`config.mk`:
```
export PLATFORM = sky130hd
export DESIGN_NAME = aluadd
export DESIGN_NICKNAME = d
export VERILOG_FILES = /design/src/rtl/aluadd_pkg.sv /design/src/rtl/aluadd_decode.sv /design/src/rtl/aluadd_opsel.sv /design/src/rtl/aluadd_core.sv /design/src/rtl/aluadd.sv
export SDC_FILE = /design/constraint.sdc
export NUM_CORES = 1
export LEC_CHECK = 0
export ABC_CLOCK_PERIOD_IN_PS = 2029
export BUFFER_PORTS_ARGS = -buffer_cell sky130_fd_sc_hd__buf_2
export CAP_MARGIN = 20
export CORE_ASPECT_RATIO = 1.5
export CORE_MARGIN = 3
export CORE_UTILIZATION = 60
export DETAILED_ROUTE_END_ITERATION = 7
export PLACE_DENSITY = 0.89
export SLEW_MARGIN = 10
export SYNTH_ARGS = -nofsm -noshare
export SYNTH_HDL_FRONTEND = slang
export SYNTH_HIERARCHICAL = 1
export SYNTH_SLANG_ARGS = --single-unit
```
`constraint.sdc`:
```
create_clock -name clk -period 2.03 [get_ports clk]
set_clock_uncertainty 0.15 [all_clocks]
set_input_delay 0.5075 -clock clk [delete_from_list [all_inputs] [get_ports clk]]
set_output_delay 0.5075 -clock clk [all_outputs]
set_load 0.01 [all_outputs]
```
`src/rtl/aluadd_pkg.sv`:
```
package aluadd_pkg;

  typedef enum logic [3:0] {
    OP_ADD    = 4'd0,
    OP_ADDC   = 4'd1,
    OP_ADDE   = 4'd2,
    OP_ADDME  = 4'd3,
    OP_ADDZE  = 4'd4,
    OP_SUBF   = 4'd5,
    OP_SUBFC  = 4'd6,
    OP_SUBFE  = 4'd7,
    OP_SUBFME = 4'd8,
    OP_SUBFZE = 4'd9,
    OP_NEG    = 4'd10,
    OP_ADDI   = 4'd11,
    OP_ADDIS  = 4'd12,
    OP_ADDIC  = 4'd13,
    OP_ADDICR = 4'd14,
    OP_SUBFIC = 4'd15
  } add_op_e;

  // operand selections for the first and second addend
  typedef enum logic [1:0] {XS_A, XS_NOTA, XS_ZERO} xsel_e;
  typedef enum logic [1:0] {YS_B, YS_ONES, YS_ZERO, YS_IMM} ysel_e;
  typedef enum logic [1:0] {CS_ZERO, CS_ONE, CS_CARRY} csel_e;

  typedef struct packed {
    xsel_e xs;
    ysel_e ys;
    csel_e cs;
    logic  imm_hi;    // shift immediate left by 16
    logic  rec_ca;    // operation records carry
    logic  reg_form;  // oe/rc honoured
    logic  cr_force;  // always write condition field
  } add_ctl_t;

endpackage

```
`src/rtl/aluadd_decode.sv`:
```
module aluadd_decode
  import aluadd_pkg::*;
(
  input  logic [3:0] op,
  input  logic       ra_zero,
  output add_ctl_t   ctl
);
  always_comb begin
    ctl          = '0;
    ctl.xs       = XS_A;
    ctl.ys       = YS_B;
    ctl.cs       = CS_ZERO;
    ctl.reg_form = 1'b1;
    case (add_op_e'(op))
      OP_ADD:    ;
      OP_ADDC:   ctl.rec_ca = 1'b1;
      OP_ADDE:   begin ctl.cs = CS_CARRY; ctl.rec_ca = 1'b1; end
      OP_ADDME:  begin ctl.ys = YS_ONES; ctl.cs = CS_CARRY; ctl.rec_ca = 1'b1; end
      OP_ADDZE:  begin ctl.ys = YS_ZERO; ctl.cs = CS_CARRY; ctl.rec_ca = 1'b1; end
      OP_SUBF:   begin ctl.xs = XS_NOTA; ctl.cs = CS_ONE; end
      OP_SUBFC:  begin ctl.xs = XS_NOTA; ctl.cs = CS_ONE; ctl.rec_ca = 1'b1; end
      OP_SUBFE:  begin ctl.xs = XS_NOTA; ctl.cs = CS_CARRY; ctl.rec_ca = 1'b1; end
      OP_SUBFME: begin ctl.xs = XS_NOTA; ctl.ys = YS_ONES; ctl.cs = CS_CARRY; ctl.rec_ca = 1'b1; end
      OP_SUBFZE: begin ctl.xs = XS_NOTA; ctl.ys = YS_ZERO; ctl.cs = CS_CARRY; ctl.rec_ca = 1'b1; end
      OP_NEG:    begin ctl.xs = XS_NOTA; ctl.ys = YS_ZERO; ctl.cs = CS_ONE; end
      OP_ADDI, OP_ADDIS: begin
        ctl.reg_form = 1'b0;
        ctl.ys       = YS_IMM;
        ctl.imm_hi   = (add_op_e'(op) == OP_ADDIS);
        if (ra_zero) ctl.xs = XS_ZERO;
      end
      OP_ADDIC:  begin ctl.reg_form = 1'b0; ctl.ys = YS_IMM; ctl.rec_ca = 1'b1; end
      OP_ADDICR: begin ctl.reg_form = 1'b0; ctl.ys = YS_IMM; ctl.rec_ca = 1'b1; ctl.cr_force = 1'b1; end
      OP_SUBFIC: begin
        ctl.reg_form = 1'b0;
        ctl.xs = XS_NOTA; ctl.ys = YS_IMM; ctl.cs = CS_ONE; ctl.rec_ca = 1'b1;
      end
      default: ;
    endcase
  end
endmodule

```
`src/rtl/aluadd_opsel.sv`:
```
module aluadd_opsel
  import aluadd_pkg::*;
#(
  parameter int W    = 64,
  parameter int IW   = 16
) (
  input  add_ctl_t       ctl,
  input  logic [W-1:0]   opa,
  input  logic [W-1:0]   opb,
  input  logic [IW-1:0]  imm,
  input  logic           ca_in,
  output logic [W-1:0]   x,
  output logic [W-1:0]   y,
  output logic           cin
);
  localparam int EXT = W - IW;
  logic [W-1:0] simm;

  always_comb begin
    simm = {{EXT{imm[IW-1]}}, imm};
    if (ctl.imm_hi) simm = simm << IW;
    case (ctl.xs)
      XS_A:    x = opa;
      XS_NOTA: x = ~opa;
      default: x = '0;
    endcase
    case (ctl.ys)
      YS_B:    y = opb;
      YS_ONES: y = '1;
      YS_IMM:  y = simm;
      default: y = '0;
    endcase
    case (ctl.cs)
      CS_ONE:   cin = 1'b1;
      CS_CARRY: cin = ca_in;
      default:  cin = 1'b0;
    endcase
  end
endmodule

```
`src/rtl/aluadd_core.sv`:
```
module aluadd_core #(
  parameter int W  = 64,
  parameter int HW = 32
) (
  input  logic [W-1:0] x,
  input  logic [W-1:0] y,
  input  logic         cin,
  output logic [W-1:0] sum,
  output logic [1:0]   cout,   // [0] at HW, [1] at W
  output logic [1:0]   ovf
);
  assign sum = x + y + W'(cin);

  for (genvar g = 0; g < 2; g++) begin : g_tap
    localparam int TW = (g == 0) ? HW : W;
    logic [TW:0] part;
    always_comb begin
      part    = {1'b0, x[TW-1:0]} + {1'b0, y[TW-1:0]} + (TW+1)'(cin);
      cout[g] = part[TW];
      ovf[g]  = (x[TW-1] == y[TW-1]) && (sum[TW-1] != x[TW-1]);
    end
  end
endmodule

```
`src/rtl/aluadd.sv`:
```
module aluadd
  import aluadd_pkg::*;
#(
  parameter int W  = 64,
  parameter int HW = 32,
  parameter int IW = 16
) (
  input  logic          clk,
  input  logic          rst_n,
  input  logic          in_valid,
  input  logic [3:0]    op,
  input  logic [W-1:0]  opa,
  input  logic [W-1:0]  opb,
  input  logic [IW-1:0] imm,
  input  logic          ra_zero,
  input  logic          ca_in,
  input  logic          ca32_in,
  input  logic          ov_in,
  input  logic          ov32_in,
  input  logic          so_in,
  input  logic          oe,
  input  logic          rc,
  output logic          out_valid,
  output logic [W-1:0]  result,
  output logic          ca,
  output logic          ca32,
  output logic          ov,
  output logic          ov32,
  output logic          so,
  output logic          cr_wr,
  output logic [3:0]    cr
);
  add_ctl_t     ctl;
  logic [W-1:0] x, y, sum;
  logic         cin;
  logic [1:0]   cout, ovf;

  aluadd_decode u_dec (.op(op), .ra_zero(ra_zero), .ctl(ctl));

  aluadd_opsel #(.W(W), .IW(IW)) u_sel (
    .ctl(ctl), .opa(opa), .opb(opb), .imm(imm), .ca_in(ca_in),
    .x(x), .y(y), .cin(cin)
  );

  aluadd_core #(.W(W), .HW(HW)) u_core (
    .x(x), .y(y), .cin(cin), .sum(sum), .cout(cout), .ovf(ovf)
  );

  // next-state
  logic       rec_ov, ca_d, ca32_d, ov_d, ov32_d, so_d, crw_d;
  logic [3:0] cr_d;

  always_comb begin
    rec_ov = ctl.reg_form & oe;
    ca_d   = ctl.rec_ca ? cout[1] : ca_in;
    ca32_d = ctl.rec_ca ? cout[0] : ca32_in;
    ov_d   = rec_ov ? ovf[1] : ov_in;
    ov32_d = rec_ov ? ovf[0] : ov32_in;
    so_d   = so_in | (rec_ov & ovf[1]);
    crw_d  = (ctl.reg_form & rc) | ctl.cr_force;
    cr_d   = '0;
    if (crw_d) begin
      cr_d[3] = sum[W-1];
      cr_d[1] = (sum == '0);
      cr_d[2] = ~sum[W-1] & ~cr_d[1];
      cr_d[0] = so_d;
    end
  end

  // registers
  always_ff @(posedge clk or negedge rst_n) begin
    if (!rst_n) begin
      out_valid <= 1'b0;
      result    <= '0;
      ca        <= 1'b0;
      ca32      <= 1'b0;
      ov        <= 1'b0;
      ov32      <= 1'b0;
      so        <= 1'b0;
      cr_wr     <= 1'b0;
      cr        <= '0;
    end else begin
      out_valid <= in_valid;
      if (in_valid) begin
        result <= sum;
        ca     <= ca_d;
        ca32   <= ca32_d;
        ov     <= ov_d;
        ov32   <= ov32_d;
        so     <= so_d;
        cr_wr  <= crw_d;
        cr     <= cr_d;
      end
    end
  end
endmodule

```
==> flow_metrics.tcl, run 1 <==
set metrics [dict create \
    synth_area_per_cell_um2 7.94 \
    numCtsBuffers 9 \
    synth_top_family_by_area "compound AO/OA/AOI/OAI gates" \
    initial_core_util 0.619 \
    port_buffers 233 \
    async_flop_share 1.00 \
    synth_top_cell_area_share 0.207 \
    stop_stage "global routing" \
    grt.total_usage 0.867 \
    synthSimpleGateAreaFrac 0.195 \
    tool.error "[ERROR GRT-0116] Global routing finished with congestion. Check the congestion regions in the DRC Viewer." \
    dp_hpwl_um 32400 \
    synth_top_flop_cell "dfrtp_1" \
    synth_mux_area_frac 0.101 \
    synth-seq-cells 75 \
    status "aborted with a tool error" \
    grt_max_degree 35 \
    grt_pass1_wl_um 113000 \
    yosys.area_share.adder 0.0941 \
    grt_overflow 471 \
    synth-edff-count 0 \
    clockBufferDepth 2 \
    chipWidth_um 106 \
    synth_area_leaders "dfrtp_1 (21%), xnor2_1 (9.8%), ha_1 (9.0%)" \
    htreeDepth 3 \
    pin_count 234 \
    ys_warn_count 6 \
    synth_cells 1142 \
    place_congestion 1.05 \
    clockRootBuffer "clkbuf_16" \
    synth_top_cell_by_area "dfrtp_1" \
    synth-seq-area-share 0.207 \
    yosys.area_share.xor_xnor 0.123 \
    rows 54 \
    synth_compound_gate_area_share 0.225 \
    die_h_um 157 \
    clock_sinks 75 \
    syn-cell-area_um2 9070 \
    synth.distinct_cells 79 \
    synth_fp_nets 1368 \
    grt_pass1_vias 17300 \
]
==> timing repair <==
| item | in CTS |
|---|---|
| gates resized for setup | 103 |
| hold endpoints to repair | 29 |
| hold buffers | 1 |
| gates cloned | 1 |
| buffers inserted | 26 |
| endpoints found under the setup margin | 73 |
| pin swaps | 26 |
==> kinds of logic after synthesis <==
group	count (synthesis)
fa+ha+maj	67
buf+inv	101
flops	75
mux	83
xor+xnor	127
simple gates	377
compound gates	312
==> synth_stat cells, types with 3 or more instances <==
cell type and number:
and2_1 3, ha_1 65, nand2b_1 9, dfrtp_1 75, nand3b_1 4, nand4_1 20, nand3_1 15, o21a_1 7
a21o_1 30, nor3_1 8, buf_4 6, xnor2_1 101, inv_1 30, buf_1 5, a211o_1 3, a211oi_1 3
mux2_2 65, or3_1 4, buf_6 10, o21ai_0 49, nor2b_1 7, nor4_1 17, xor2_1 26, a21oi_1 98
mux2i_1 18, nor2_1 194, buf_2 24, nand2_1 65, o2bb2ai_1 15, a31oi_1 6, o211ai_1 7, clkbuf_1 25
o21bai_1 33, and3_1 10, o21ai_1 23, nor4_2 5, o221ai_1 3
==> routing by layer <==
layer,overflow,track usage
met2,310,1.05
met5,2,0.304
met3,5,0.716
met1,9,0.819
met4,145,0.951
==> stage by stage <==
stage               setup TNS (ns)  hold slack (ns)  instance area (µm²)  worst slack, ns  cells
CTS                        -147.32            0.270                13900            -2.92   1874
detailed placement         -180.06            0.330                12900            -3.51   1833
global placement           -162.39            0.313                12900            -3.19   1833
floorplan                  -127.69           0.0619                 9250            -2.74   1142
==> run 2: changes to the inputs <==
--- a/config.mk
+++ b/config.mk
@@ -8,11 +8,10 @@
 export ABC_CLOCK_PERIOD_IN_PS = 2029
 export BUFFER_PORTS_ARGS = -buffer_cell sky130_fd_sc_hd__buf_2
 export CAP_MARGIN = 20
-export CORE_ASPECT_RATIO = 1.5
 export CORE_MARGIN = 3
-export CORE_UTILIZATION = 60
+export CORE_UTILIZATION = 40
 export DETAILED_ROUTE_END_ITERATION = 7
-export PLACE_DENSITY = 0.89
+export PLACE_DENSITY_LB_ADDON = 0.15
 export SLEW_MARGIN = 10
 export SYNTH_ARGS = -nofsm -noshare
 export SYNTH_HDL_FRONTEND = slang
==> run 2 against run 1 <==
The flow now finishes, with violations (negative setup slack). Synthesized cell count unchanged. Area after synthesis unchanged.
==> flow_metrics.tcl, run 2 <==
set metrics [dict create \
    path_clk_slew_ns 0.08 \
    largest_reg_flops 64 \
    tightest_slew_ns 0.639 \
    die_h_um 157 \
    drt-initial-drc-count 614 \
    status "complete, but fails checks" \
    regMostFlops "result" \
    clockBufferDepth 2 \
    powerDensity_nw_per_um2 1020 \
    drc 0 \
    htreeDepth 3 \
    combPwrFrac 0.728 \
    critPathCapture "cr[2]$_DFFE_PN0P_" \
    areaGrowthSynthToFinish_pct 71.5 \
    diodes 0 \
    cp_num_buf_inv 5 \
    synth_area_leaders "dfrtp_1 (21%), xnor2_1 (9.8%), ha_1 (9.0%)" \
    slew-limit-headroom 0.570 \
    hold_ws_ns 0.283 \
    setup_viol 73 \
    cp-start-kind "primary input" \
    ys_warn_count 6 \
    placed_area_um2 13100 \
    clk_latency_ns 0.34 \
    synth-seq-cells 75 \
    max_freq_mhz 202 \
    yosys.area_share.adder 0.0941 \
    grt_max_degree 34 \
    crit_family "compound AO/OA/AOI/OAI gates" \
    syn-cell-area_um2 9070 \
    clock_sinks 75 \
    fin_ws_ns -2.92 \
    irDropWorstVdd_mv 0.621 \
    slew_viol_final 0 \
    route.vias.total 10900 \
    drive_gt1_frac 0.535 \
    synth_area_per_cell_um2 7.94 \
    p_leak_nw 7.41 \
    initial_core_util 0.412 \
    crit_required_ns 2.11 \
    p_total_w 0.0159 \
    hold_viol 0 \
    clockRootBuffer "clkbuf_16" \
    synth_top_family_by_area "compound AO/OA/AOI/OAI gates" \
    pin_count 234 \
    path_max_fanout 6 \
    synth_top_cell_by_area "dfrtp_1" \
    layout.nets 1955 \
    synth_compound_gate_area_share 0.225 \
    end_kind "flop" \
    reg2reg_slack_ns 1.05 \
    synth_top_flop_cell "dfrtp_1" \
    grt.total_usage 0.279 \
    final_common_cell "buf_4" \
    final_cell_mix "buf_4 (351), buf_2 (227), nor2_1 (187)" \
    synth_cells 1142 \
    port_buffers 233 \
    wl_per_cell_um 18.2 \
    r2r_end "result[29]$_DFFE_PN0P_" \
    arrival_ns 5.04 \
    synth_top_cell_area_share 0.207 \
    grt_pass1_vias 10800 \
    tritoncts "yes" \
    maxCapViolCount 0 \
    postLayoutCellArea_um2 15600 \
    antenna_found_initial 0 \
    vias_per_cell 5.41 \
    largest_registers "result x64, cr x4" \
    cpPeakStageDelay_ns 0.40 \
    r2r.worst_path.cells 1 \
    pwr-share-clk 0.110 \
    rsz0062_at_grt "yes" \
    synthSimpleGateAreaFrac 0.195 \
    dp_hpwl_um 27500 \
    numCtsBuffers 9 \
    internal_power_w 0.00926 \
    power.share.switching 0.416 \
    synth_mux_area_frac 0.101 \
    grt_pass1_wl_um 55300 \
    chipWidth_um 157 \
    synth-edff-count 0 \
    fill_cells 1742 \
    placed_cells 1931 \
    fin_crit_ns 4.95 \
    critPathLaunch "op[3]" \
    violations "negative setup slack" \
    cp_slowest_cell "a211oi_1" \
    whs_path_depth 3 \
    timing.rr.start "result[29]$_DFFE_PN0P_" \
    path_cells "buf_8 > buf_4 > nor2b_4 > nand2_4 > o21ai_4 > buf_12 > buf_16 > buf_12 > xnor2_1 > nor2_1 > ha_1 > a21oi_1 > o21ai_0 > a211oi_1 > o211ai_4 > a311oi_4 > nor4_4 > o32ai_4 > o21bai_1 > xor2_1 > nor4_2 > nand4_1 > nor4_2 > o32ai_1" \
    die_area_um2 24500 \
    synth-seq-area-share 0.207 \
    fin_cells 2014 \
    core_area_um2 22000 \
    place_congestion 0.958 \
    ant_nets 0 \
    async_flop_share 1.00 \
    critical_path_class "primary input to flop" \
    yosys.area_share.xor_xnor 0.123 \
    hold_class "primary input to flop" \
    rows 54 \
    dr.pass1.iters 5 \
    seqPwrFrac 0.162 \
    grt_overflow 0 \
    fin_crit_sh 2.44 \
    synth_common_cells "nor2_1 (194), xnor2_1 (101), a21oi_1 (98)" \
    synth_fp_nets 1368 \
    yosysMostFrequentCell "nor2_1" \
    cp.depth 24 \
    synth.distinct_cells 79 \
    switching_power_w 0.00661 \
    routed_wl_um 36700 \
]
run 2: layer usage:
layer / part of all wire / track usage
met3: 0.052 / 0.0326
met1: 0.42 / 0.355
met4: 0.042 / 0.120
met2: 0.49 / 0.479
met5: 0 / 0
run 2: cell type report:
class | count | area (µm²) | area share
repair buffers | 646 | 4820 | 0.310
inverters | 30 | 121 | 0.00780
well taps | 280 | 350 | 0.0225
repair inverters | 1 | 7.51 | 0.000483
flip-flops and latches | 75 | 1880 | 0.121
clock buffers | 9 | 225 | 0.0145
multi-input cells | 966 | 8050 | 0.518
clock inverters | 7 | 95.1 | 0.00611
run 2: cell families (layout without fill, tap and decap cells):
| kind of cell | count (synthesis) | in the layout |
|---|---|---|
| fa+ha+maj | 67 | 67 |
| compound gates | 312 | 312 |
| buf+inv | 101 | 693 |
| xor+xnor | 127 | 127 |
| flops | 75 | 75 |
| simple gates | 377 | 377 |
| mux | 83 | 83 |
run 2: what timing repair did:
| action | 4_1_cts | 5_1_grt |
|---|---|---|
| hold buffers | 1 | 0 |
| cloned | 3 | 4 |
| setup endpoints to repair | 73 | 73 |
| hold endpoints to repair | 23 | 0 |
| pin swaps | 38 | 59 |
| resized for setup | 170 | 142 |
| buffers inserted | 41 | 35 |
run 2: stage by stage:
stage          setup TNS, ns   util  worst slack [ns]
2_1_floorplan        -127.69      -             -2.74
3_3_place_gp         -169.12  0.595             -3.26
3_5_place_dp         -173.74  0.595             -3.43
4_1_cts              -134.39  0.664             -2.72
5_1_grt              -150.34  0.706             -3.15
6_report             -141.52  0.706             -2.92
run 2: power by group through the flow:
stage,registers [W],clock network [W],logic (W)
after floorplan,0.00286,0,0.00444
after global placement,0.00256,0,0.00941
after detailed placement,0.00258,0,0.00945
after CTS,0.00256,0.00178,0.0105
after global routing,0.00265,0.00184,0.0123
final,0.00257,0.00174,0.0116
run 2: how the worst min path moves through the flow:
stage / from / end / slack [ns]
finish: so_in / so$_DFFE_PN0P_ / 0.28
detailed placement: rst_n / result[62]$_DFFE_PN0P_ / 0.30
global placement: rst_n / result[56]$_DFFE_PN0P_ / 0.30
CTS: so_in / so$_DFFE_PN0P_ / 0.27
global route: so_in / so$_DFFE_PN0P_ / 0.30
floorplan: rst_n / ca$_DFFE_PN0P_ / 0.06
(Power assumes the default switching activity.)
==> run 3: changes to the inputs <==
--- a/config.mk
+++ b/config.mk
@@ -9,9 +9,10 @@
 export BUFFER_PORTS_ARGS = -buffer_cell sky130_fd_sc_hd__buf_2
 export CAP_MARGIN = 20
 export CORE_MARGIN = 3
-export CORE_UTILIZATION = 40
+export CORE_UTILIZATION = 45
 export DETAILED_ROUTE_END_ITERATION = 7
 export PLACE_DENSITY_LB_ADDON = 0.15
+export REMOVE_ABC_BUFFERS = 1
 export SLEW_MARGIN = 10
 export SYNTH_ARGS = -nofsm -noshare
 export SYNTH_HDL_FRONTEND = slang
==> run 3 against run 2 <==
The flow still finishes with violations (negative setup slack). Non-clock buffer count rose by 14. Critical path depth shrank 1. Global-route usage increased by 3.7 points. Worst hold slack better by 0.0086 ns. Total power increased by 10%. Combinational power is 11% higher. Largest cell class unchanged. Largest power group unchanged.
==> flow_metrics.tcl, run 3 (same netlist as run 2, synthesis figures left out) <==
set metrics [dict create \
    tightest_slew_ns 0.497 \
    tritoncts "yes" \
    largest_reg_flops 64 \
    dp_hpwl_um 27700 \
    htreeDepth 3 \
    drt-initial-drc-count 776 \
    use_met2 0.558 \
    pin_count 234 \
    path_max_fanout 6 \
    clock_sinks 75 \
    grt.total_usage 0.316 \
    chipWidth_um 148 \
    routed_wl_um 41000 \
    grt_pass1_vias 10900 \
    power.share.switching 0.425 \
    rows 51 \
    maxCapViolCount 0 \
    register_area_um2 1880 \
    p_total_w 0.0175 \
    hold_class "primary input to flop" \
    fin_ws_ns -3.12 \
    route.vias.total 11500 \
    tns_ns -148.25 \
    rsz0062_at_grt "yes" \
    grt_pass1_wl_um 56300 \
    hold_ws_ns 0.291 \
    max_freq_mhz 194 \
    pwr-share-clk 0.110 \
    grt_overflow 0 \
    clk_latency_ns 0.35 \
    arrival_ns 5.23 \
    initial_core_util 0.461 \
    clockRootBuffer "clkbuf_16" \
    dr.pass1.iters 6 \
    combPwrFrac 0.741 \
    final_common_cell "buf_4" \
    end_kind "flop" \
    wl_per_cell_um 20.4 \
    reg2reg_slack_ns 1.04 \
    slew-limit-headroom 0.665 \
    path_clk_slew_ns 0.07 \
    critical_path_class "primary input to flop" \
    port_buffers 233 \
    p_leak_nw 7.68 \
    powerDensity_nw_per_um2 1070 \
    fin_crit_ns 5.15 \
    status "complete, but fails checks" \
    drive_gt1_frac 0.584 \
    regMostFlops "result" \
    final_cell_mix "buf_4 (334), buf_2 (227), nor2_1 (178)" \
    multi_input_comb_area_um2 8670 \
    grtUsageMet1 0.410 \
    dpl_worst_slack_ns -3.51 \
    fin_util 0.830 \
    clockBufferDepth 2 \
    crit_required_ns 2.11 \
    grt_max_degree 42 \
    slew_viol_final 0 \
    switching_power_w 0.00741 \
    die_area_um2 21900 \
    fin_crit_sh 2.54 \
    numCtsBuffers 9 \
    violations "negative setup slack" \
    hold_viol 0 \
    areaGrowthSynthToFinish_pct 79.8 \
    diodes 0 \
    largest_registers "result x64, cr x4" \
    drc 0 \
    grt_util_met3 0.0340 \
    layout.nets 1968 \
    irDropWorstVdd_mv 0.775 \
    antenna_found_initial 0 \
    cp-start-kind "primary input" \
    die_h_um 148 \
    place_congestion 0.955 \
    ant_nets 0 \
    seqPwrFrac 0.149 \
    setup_viol 73 \
    vias_per_cell 5.73 \
    fill_cells 1178 \
    core_area_um2 19700 \
    busiest_layer "met2" \
    internal_power_w 0.0100 \
]
==> run 3: cell count changes in the layout (fill, tap and decap cells not counted), sizes merged <==
cell	before	now
buf	641	659
clkbuf	12	9
bufbuf	1	0
clkinv	3	0
bufinv	1	2
clkinvlp	2	3
==> run 3: worst max-delay path: stages <==
cell	delay (ns)
buf_12	0.11
and4bb_2	0.32
a31oi_1	0.06
o21ai_1	0.14
inv_1	0.08
ha_2	0.19
a21oi_2	0.14
nor2_2	0.07
fa_2	0.38
fa_2	0.36
a21o_1	0.23
a31o_4	0.27
a21oi_2	0.14
o21ai_2	0.09
o211a_1	0.29
buf_6	0.15
o31ai_4	0.28
buf_6	0.17
xnor2_4	0.07
nor4_1	0.43
nand4_1	0.30
nor4_4	0.33
o32ai_1	0.12
==> run 3: per-layer routing <==
layer	vias to the layer above	part of all wire
li1	5255	-
met1	5537	0.40
met2	583	0.49
met3	157	0.064
met4	0	0.046
met5	-	0
==> run 3: final timing paths <==
kind                                       startpoint  cells past startpoint                     end
worst max-delay path                            op[1]                     23       cr[2]$_DFFE_PN0P_
worst min-delay path                            so_in                      3          so$_DFFE_PN0P_
worst max register to register      cr[1]$_DFFE_PN0P_                      2       cr[1]$_DFFE_PN0P_
worst min register to register  result[2]$_DFFE_PN0P_                      1   result[2]$_DFFE_PN0P_
max in group asynchronous                       rst_n                      3       cr_wr$_DFFE_PN0P_
min in group asynchronous                       rst_n                      2  result[39]$_DFFE_PN0P_
==> run 3: what timing repair did <==
| item | 4_1_cts | 5_1_grt |
|---|---|---|
| gates resized for setup | 183 | 315 |
| gates cloned | 3 | 0 |
| setup endpoints to repair | 73 | 73 |
| hold buffers | 1 | 0 |
| hold endpoints to repair | 23 | 0 |
| buffers inserted | 31 | 70 |
| pin swaps | 72 | 129 |
==> run 3: final cells by class <==
| type | instances | area share |
|---|---|---|
| clock buffers | 9 | 0.0138 |
| clock inverters | 7 | 0.00645 |
| inverters | 30 | 0.00737 |
| multi-input cells | 966 | 0.532 |
| flip-flops and latches | 75 | 0.115 |
| well taps | 265 | 0.0203 |
| repair buffers | 660 | 0.305 |
==> run 3: power groups by stage <==
stage,Clock [W],Combinational [W],Sequential [W]
5_1_grt,0.00200,0.0136,0.00267
6_report,0.00193,0.0129,0.00260
3_5_place_dp,0,0.00935,0.00258
2_1_floorplan,0,0.00422,0.00286
3_3_place_gp,0,0.00927,0.00257
4_1_cts,0.00193,0.0104,0.00257
==> run 3: per-stage QoR <==
stage | area [µm²] | std cells
2_1_floorplan | 8670 | 1071
3_3_place_gp | 13000 | 1920
3_5_place_dp | 13000 | 1920
4_1_cts | 14400 | 1968
5_1_grt | 16300 | 2012
6_report | 16300 | 2012
